$ cat src/rtl/wdt_pkg.sv
package wdt_pkg;

  // Prescaler terminal value (factor - 1) for a select value and routing bit.
  function automatic int unsigned wdt_ps_limit(input int unsigned sel,
                                               input logic routed);
    if (routed) return (32'd1 << sel) - 32'd1;
    return 32'd0;
  endfunction

  typedef struct packed {
    logic to_reset;
    logic to_wake;
  } wdt_event_t;

endpackage

$ cat src/rtl/wdt_base_counter.sv
module wdt_base_counter #(
  parameter int BASE_TICKS = 16000,
  localparam int BASE_W    = (BASE_TICKS > 2) ? $clog2(BASE_TICKS) : 1
) (
  input  logic clk_i,
  input  logic rst_i,
  input  logic en_i,
  input  logic clr_i,
  output logic wrap_o
);

  logic [BASE_W-1:0] cnt_q;
  logic              at_end;

  assign at_end = (cnt_q == BASE_W'(BASE_TICKS - 1));
  assign wrap_o = en_i && !clr_i && at_end;

  always_ff @(posedge clk_i) begin
    if (rst_i) begin
      cnt_q <= '0;
    end else if (en_i) begin
      if (clr_i || at_end) cnt_q <= '0;
      else                 cnt_q <= cnt_q + 1'b1;
    end
  end

  assert_base_freeze_R8: assert property (@(posedge clk_i) disable iff (rst_i)
    !en_i |=> $stable(cnt_q));

  assert_base_clear_R7: assert property (@(posedge clk_i) disable iff (rst_i)
    (en_i && clr_i) |=> (cnt_q == '0));

  assert_base_range_R6: assert property (@(posedge clk_i) disable iff (rst_i)
    cnt_q <= BASE_W'(BASE_TICKS - 1));

endmodule

$ cat src/rtl/wdt_prescaler.sv
module wdt_prescaler #(
  parameter int PS_BITS = 3,
  localparam int PRE_W  = (1 << PS_BITS) - 1
) (
  input  logic             clk_i,
  input  logic             rst_i,
  input  logic             en_i,
  input  logic             clr_i,
  input  logic             wrap_i,
  input  logic [PRE_W-1:0] limit_i,
  output logic             fire_o
);

  logic [PRE_W-1:0] pre_q;

  // Compare with >= so a factor lowered mid-count still fires at the next boundary.
  assign fire_o = wrap_i && (pre_q >= limit_i);

  always_ff @(posedge clk_i) begin
    if (rst_i) begin
      pre_q <= '0;
    end else if (en_i) begin
      if (clr_i || fire_o) pre_q <= '0;
      else if (wrap_i)     pre_q <= pre_q + 1'b1;
    end
  end

  assert_pre_restart_R6: assert property (@(posedge clk_i) disable iff (rst_i)
    fire_o |=> (pre_q == '0));

  assert_pre_step_R2: assert property (@(posedge clk_i) disable iff (rst_i)
    (wrap_i && !fire_o) |=> (pre_q == $past(pre_q) + 1'b1));

  assert_pre_freeze_R8: assert property (@(posedge clk_i) disable iff (rst_i)
    !en_i |=> $stable(pre_q));

endmodule

$ cat src/rtl/wdt_pulse_out.sv
module wdt_pulse_out
  import wdt_pkg::*;
(
  input  logic clk_i,
  input  logic rst_i,
  input  logic fire_i,
  input  logic pd_i,
  output logic reset_o,
  output logic wake_o
);

  wdt_event_t ev_d, ev_q;

  always_comb begin
    ev_d.to_reset = fire_i && !pd_i;
    ev_d.to_wake  = fire_i && pd_i;
  end

  always_ff @(posedge clk_i) begin
    if (rst_i) ev_q <= '0;
    else       ev_q <= ev_d;
  end

  assign reset_o = ev_q.to_reset;
  assign wake_o  = ev_q.to_wake;

  assert_exclusive_R4: assert property (@(posedge clk_i) disable iff (rst_i)
    !(reset_o && wake_o));

  assert_reset_single_R4: assert property (@(posedge clk_i) disable iff (rst_i)
    reset_o |=> !reset_o);

  assert_wake_single_R5: assert property (@(posedge clk_i) disable iff (rst_i)
    wake_o |=> !wake_o);

endmodule

$ cat src/rtl/wdt_top.sv
module wdt_top
  import wdt_pkg::*;
#(
  parameter int BASE_TICKS = 16000,
  parameter int PS_BITS    = 3,
  localparam int PRE_W     = (1 << PS_BITS) - 1
) (
  input  logic               clk_i,
  input  logic               rst_i,
  input  logic               en_i,
  input  logic               clr_i,
  input  logic [PS_BITS-1:0] ps_sel_i,
  input  logic               ps_assign_i,
  input  logic               pd_i,
  output logic               wdt_reset_o,
  output logic               wdt_wake_o
);

  logic             base_wrap;
  logic             timeout;
  logic [PRE_W-1:0] ps_limit;

  initial begin
    if (BASE_TICKS < 2) $error("BASE_TICKS must be at least 2");
  end

  assign ps_limit = PRE_W'(wdt_ps_limit(32'(ps_sel_i), ps_assign_i));

  wdt_base_counter #(.BASE_TICKS(BASE_TICKS)) u_base (
    .clk_i  (clk_i),
    .rst_i  (rst_i),
    .en_i   (en_i),
    .clr_i  (clr_i),
    .wrap_o (base_wrap)
  );

  wdt_prescaler #(.PS_BITS(PS_BITS)) u_pre (
    .clk_i   (clk_i),
    .rst_i   (rst_i),
    .en_i    (en_i),
    .clr_i   (clr_i),
    .wrap_i  (base_wrap),
    .limit_i (ps_limit),
    .fire_o  (timeout)
  );

  wdt_pulse_out u_out (
    .clk_i   (clk_i),
    .rst_i   (rst_i),
    .fire_i  (timeout),
    .pd_i    (pd_i),
    .reset_o (wdt_reset_o),
    .wake_o  (wdt_wake_o)
  );

  assert_disabled_quiet_R8: assert property (@(posedge clk_i) disable iff (rst_i)
    !en_i |=> !(wdt_reset_o || wdt_wake_o));

  assert_clear_no_pulse_R7: assert property (@(posedge clk_i) disable iff (rst_i)
    (en_i && clr_i) |=> !(wdt_reset_o || wdt_wake_o));

  assert_wake_routing_R5: assert property (@(posedge clk_i) disable iff (rst_i)
    wdt_wake_o |-> $past(pd_i));

endmodule

$ cat config.mk
export PLATFORM = sky130hd
export DESIGN_NAME = wdt_top
export DESIGN_NICKNAME = d
export VERILOG_FILES = /design/src/rtl/wdt_pkg.sv /design/src/rtl/wdt_base_counter.sv /design/src/rtl/wdt_prescaler.sv /design/src/rtl/wdt_pulse_out.sv /design/src/rtl/wdt_top.sv
export SDC_FILE = /design/constraint.sdc
export NUM_CORES = 1
export LEC_CHECK = 0
export BUFFER_PORTS_ARGS = -buffer_cell sky130_fd_sc_hd__buf_2
export CORE_ASPECT_RATIO = 1.4
export CORE_MARGIN = 10
export CORE_UTILIZATION = 55
export CTS_BUF_LIST = sky130_fd_sc_hd__clkbuf_4 sky130_fd_sc_hd__clkbuf_8
export DETAILED_ROUTE_END_ITERATION = 8
export PLACE_DENSITY = 0.83
export SYNTH_ARGS = -nofsm -noshare
export SYNTH_HDL_FRONTEND = slang
export SYNTH_SLANG_ARGS = --single-unit
$ cat constraint.sdc
create_clock -name clk_i -period 4.35 [get_ports clk_i]
set_input_delay 0.6525 -clock clk_i [delete_from_list [all_inputs] [get_ports clk_i]]
set_output_delay 0.6525 -clock clk_i [all_outputs]
set_load 0.02 [all_outputs]
==> results by group, run 1 <==
Outcome
  • Outcome: finished, final reports clean

Clock tree
  • Hold_buf cts: 0
  • CTS sink count: 23
  • CTS tree: done
  • Num CTS Buffers: 3
  • Max clock buf depth: 2
  • Root Buffer: clkbuf_4
  • Worst skew pair latency: roughly 0.3 ns
  • H-tree Lvls: 1
  • Reg clk slew, reported paths: 0.12 ns
  • Post-CTS setup buffer count: 0
  • # resized after CTS: 0

GRT
  • Most heavily used metal layer in global routing: met2
  • Initial antenna violation count: 0
  • Total gr overflow: 0
  • Grt met3 use: about 1.8%
  • Vias in the first global route: 1013
  • Met2 GRT Util: 20.1%
  • Met1 track demand over resource: 10.8%
  • Largest net degree at the start of global routing: 19
  • Global-route wire length before repair: 4080 um
  • All-Layer GR Usage: 10.8%

Power and ir drop
  • Static leakage: 0.573 nW
  • P per Cell Area: 258 nW/um2
  • Peak VDD IR: 0.190 mV

Worst hold path
  • Hold path start: u_base.cnt_q[13]
  • Hold Path Class: reg -> reg

Setup path
  • Critical path arrival: 2.60 ns
  • Setup crit start kind: primary input
  • Worst Path Max Fanout: 7
  • Worst reg2reg startpoint: u_pre.pre_q[0]
  • Critical Path RT: 4.55 ns
  • Critical path class: in -> reg
  • Worst Setup SP: ps_sel_i[2]
  • CP Capture Type: flip-flop

Finish
  • Most common cell after layout, fill and taps aside: dfxtp_1
  • Core Util, Final: 61.8%
  • NumNets Final: 169
  • Layout cells sized above 1: a little over an eighth
  • Number of fill cells: 185
  • Antenna cells: 0
  • Most frequent cells in the layout: dfxtp_1 (23), nor2_1 (19), buf_2 (10)
  • Area Overhead vs Synth: 7.28%

Drt
  • Via density: about 6.0
  • Detailed Route WL: 2300 um
  • Residual DRC: 0
  • Iteration-0 DRC Markers: 35
  • 1st-pass router iterations: 4
  • Wire per inst: ~13 um
  • Remaining antenna violation count: 0
  • Total number of vias: around 1000

Synthesis
  • Number of synthesized flops with an enable pin: 0
  • Ys flop type: dfxtp_1
  • Synthesized net count: 156
  • Synth Warn #: 0
  • Syn Area/Cell: 9.09 um2
  • Cells after Synth: 138
  • Post-synth ARST share: 0%
  • Count of different cell masters after synthesis: 39
  • Register area share after synthesis: 36.7%
  • Mapped cell area: 1250 um2
  • FF+latch count, synth: 23

STA
  • Worst-Margin Slew: roughly 0.7 ns
  • Final Hold Vio Count: 0
  • Final worst clock skew: 0.00355 ns
  • Max Slew Vio Count: 0
  • Highest clock rate: 417 MHz
  • Worst hold slack: 0.499 ns
  • Final setup violating endpoints: 0
  • Rel. slew slack: ~54%
  • RSZ-0062 raised after global routing: false
  • Setup_tns: 0 ns
  • Crit share post-route: 55.2%
  • Final Critical Period: ~2.4 ns

Floorplan
  • Initial Util: 57.6%
  • Die height: 76.5 um
  • Core region area: 2180 um2
  • Num ports: 11
  • Die Wd: roughly 60 um
  • Die area: 4620 um2
  • Row count: 20

Place
  • Dpl hpwl: 1840 um
  • GPL Wtd Cong: 0.750
  • IO Port Bufs: 10

Job
  • # Max-Cap Violations: 0
==> metrics by stage <==
step	total power, mW	instances	setup slack [ns]	instance area (um2)
after floorplan	0.240	138	1.96	1250
after global placement	0.248	168	1.70	1320
after detailed placement	0.250	168	1.61	1320
after CTS	0.352	172	1.94	1350
after global routing	0.362	172	1.74	1350
final	0.347	172	1.95	1350
==> worst max-delay path, cell delays in order <==
cell	delay [ns]
buf_2	0.14
o21ai_0	0.12
o21bai_1	0.18
ha_1	0.30
a21o_1	0.11
a31oi_1	0.05
o211ai_1	0.59
o21ai_0	0.19
a22o_1	0.27
==> cell usage after synthesis, types with 2 or more instances <==
cell | instances | area [um2]
xnor2_1 | 5 | 43.8
nor2_1 | 19 | 71.3
a21oi_1 | 4 | 20.0
inv_1 | 3 | 11.3
xor2_1 | 5 | 43.8
nand4_1 | 6 | 37.5
and3_1 | 4 | 25.0
or3_1 | 2 | 12.5
ha_1 | 9 | 113
dfxtp_1 | 23 | 460
o211ai_1 | 2 | 15.0
nor3_1 | 2 | 10.0
a21o_1 | 2 | 15.0
a22oi_1 | 2 | 15.0
nand3_1 | 4 | 20.0
a22o_1 | 5 | 43.8
o21ai_0 | 9 | 45.0
nand2_1 | 8 | 30.0
and2b_1 | 4 | 30.0
==> power breakdown <==
group	internal (mW)	switching, mW
registers	0.212	0.00110
clock network	0.0420	0.0600
logic	0.0124	0.0199
==> kinds of logic after synthesis <==
group,synth area share (%)
AO/OA/AOI/OAI,17.8
XOR/XNOR,6.98
adder cells (fa/ha/maj),8.97
buffers and inverters,2.19
flip-flops,36.7
multiplexers,0.798
AND/OR/NAND/NOR,26.5
==> worst paths after layout <==
kind,end,slack [ns],cells after the start
min,u_base.cnt_q[13],0.50,2
min reg2reg,u_base.cnt_q[13],0.50,2
max,u_pre.pre_q[4],1.95,9
max reg2reg,u_pre.pre_q[4],2.24,7
==> sequential cells by signal (all words and copies together) (netlist names) <==
name           count
u_out.wake_o       1
u_base.cnt_q      14
u_out.reset_o      1
u_pre.pre_q        7
==> area by class of cell <==
type / count / area, um2 / share of cell area (%)
flip-flops and latches: 23 / 460 / 34.2
inverters: 3 / 11.3 / 0.836
multi-input cells: 110 / 767 / 57.0
well taps: 22 / 27.5 / 2.04
clock buffers: 4 / 30.0 / 2.23
repair buffers: 10 / 50.0 / 3.72
==> routing by layer <==
| layer | wire length [um] | vias up | part of all wire, % |
|---|---|---|---|
| met5 | 0 | - | 0 |
| met4 | 40 | 0 | 1.7 |
| met3 | 54 | 6 | 2.3 |
| met2 | 1290 | 9 | 56 |
| met1 | 919 | 488 | 40 |
| li1 | - | 526 | - |
Note: power is estimated with default switching activity, not from simulation.
==> run 2: changes to the inputs <==
==> constraint.sdc (replaced) <==
create_clock -name clk_i -period 2.45 [get_ports clk_i]
set_input_delay 0.3675 -clock clk_i [delete_from_list [all_inputs] [get_ports clk_i]]
set_output_delay 0.3675 -clock clk_i [all_outputs]
set_load 0.02 [all_outputs]
==> run 2 against run 1 <==
  * Combinational power up 76%
  * Register-to-register slack got worse by 1.9 ns
  * Critical path depth unchanged
  * Cell count unchanged
  * Global-route usage increased by 0.18 points
  * First-iteration DRC count shrank 46%
  * Critical path type unchanged
  * Largest cell class unchanged
==> results by group, run 2 (synthesis results as in run 1) <==
Floorplan
  • Initial Util: roughly 58%
  • Num ports: 11
  • Row count: 20
  • Die height: 76.5 um
  • Core region area: 2180 um2
  • Die Wd: 60.4 um
  • Die area: between 4000 and 5000 um2

Drt
  • Iteration-0 DRC Markers: 19
  • Remaining antenna violation count: 0
  • 1st-pass router iterations: 4
  • Via density: 6.04
  • Detailed Route WL: 2310 um
  • Total number of vias: between 1000 and 1500
  • Wire per inst: 13.4 um
  • Residual DRC: 0

Finish
  • Sequential cell area: 460 um2
  • Area Overhead vs Synth: 7.28%
  • Core Util, Final: between 60 and 70%
  • Multi-input gate area: 767 um2
  • Number of flip-flops in the largest register: 14
  • Largest Register: u_base.cnt_q
  • Most common cell after layout, fill and taps aside: dfxtp_1
  • Largest registers: u_base.cnt_q x14, u_pre.pre_q x7
  • Layout cells sized above 1: around an eighth
  • Antenna cells: 0
  • Design Area, Final: 1350 um2
  • NumNets Final: roughly 170
  • Number of fill cells: 193
  • Most frequent cells in the layout: dfxtp_1 (23), nor2_1 (19), buf_2 (10)

Clock tree
  • CTS tree: done
  • Reg clk slew, reported paths: around 0.11 ns
  • H-tree Lvls: 1
  • Num CTS Buffers: 3
  • # resized after CTS: 0
  • CTS sink count: 23
  • Hold_buf cts: 0
  • Root Buffer: clkbuf_4
  • Post-CTS setup buffer count: 0
  • Max clock buf depth: 2
  • Worst skew pair latency: around 0.30 ns

GRT
  • All-Layer GR Usage: 11.0%
  • Largest net degree at the start of global routing: 19
  • Initial antenna violation count: 0
  • Vias in the first global route: 1048
  • Total gr overflow: 0
  • Global-route wire length before repair: 4180 um

STA
  • Setup_tns: 0 ns
  • Worst-Margin Slew: 0.690 ns
  • RSZ-0062 raised after global routing: false
  • Final Critical Period: 2.13 ns
  • Final setup violating endpoints: 0
  • Max Slew Vio Count: 0
  • Final worst slack: 0.319 ns
  • Crit share post-route: 87.0%
  • Final worst clock skew: approximately 0.0022 ns
  • Highest clock rate: 469 MHz
  • Rel. slew slack: 53.8%
  • Final Hold Vio Count: 0

Power and ir drop
  • P per Cell Area: 456 nW/um2
  • Static leakage: 0.573 nW
  • Peak VDD IR: approximately 0.39 mV

Setup path
  • Critical path's most frequent cell: o21ai_0
  • Critical path arrival: 2.34 ns
  • Worst Setup SP: ps_sel_i[2]
  • Worst Path Max Fanout: 7
  • CP Capture Type: flip-flop
  • Crit path cell chain: buf_2, o21ai_0, o21bai_1, ha_1, a21o_1, a31oi_1, o211ai_1, o21ai_0, a22o_1
  • Critical path class: in -> reg
  • Setup crit start kind: primary input
  • CP max stage cell: o211ai_1
  • Worst reg2reg startpoint: u_pre.pre_q[0]
  • Critical Path RT: about 2.7 ns
  • Max stage delay on crit path: around 0.59 ns

Place
  • Dpl hpwl: 1850 um
  • GPL Wtd Cong: 0.741
  • IO Port Bufs: 10
  • Place WS: -0.0153 ns
  • DP Area: 1320 um2

Outcome
  • Outcome: finished, final reports clean

Worst hold path
  • Hold Path Class: in -> reg
  • Hold path start: pd_i

Job
  • # Max-Cap Violations: 0
==> run 2: worst paths after layout <==
path	endpoint	slack, ns	depth (start not counted)
setup reg to reg	u_pre.pre_q[5]	0.33	7
hold reg to reg	u_base.cnt_q[13]	0.50	2
setup / recovery	u_pre.pre_q[5]	0.32	9
hold / removal	u_out.reset_o	0.23	2
==> run 2: critical path, delay by kind of cell <==
kind,cells,cell delay (ns)
compound gates,7,1.54
fa+ha+maj,1,0.30
buf+inv,1,0.14
==> run 2: layer usage <==
metal  wire (um)  global-route usage (%)  vias to the layer above  share of wire [%]
met2        1280                    20.1                       13                 55
met3          92                    2.00                        4                4.0
met1         906                    11.1                      496                 39
met4          34                    4.73                        0                1.5
li1            -                       -                      526                  -
met5           0                       0                        -                  0
==> run 2: cell type report <==
cell class              instances  share of cell area [%]
inverters                       3                   0.836
flip-flops and latches         23                    34.2
clock buffers                   4                    2.23
multi-input cells             110                    57.0
repair buffers                 10                    3.72
well taps                      22                    2.04
==> run 2: power by group <==
group	total (mW)	switching [mW]	leakage [nW]	internal (mW)
Sequential	0.378	0.00207	0.185	0.376
Combinational	0.0568	0.0349	0.369	0.0219
Clock	0.178	0.104	0.0184	0.0746
==> run 2: metrics by stage <==
step | total power, mW | cells | hold slack, ns
after floorplan | 0.426 | 138 | 0.440
after global placement | 0.441 | 168 | 0.466
after detailed placement | 0.444 | 168 | 0.494
after CTS | 0.622 | 172 | 0.225
after global routing | 0.640 | 172 | 0.221
final | 0.613 | 172 | 0.232
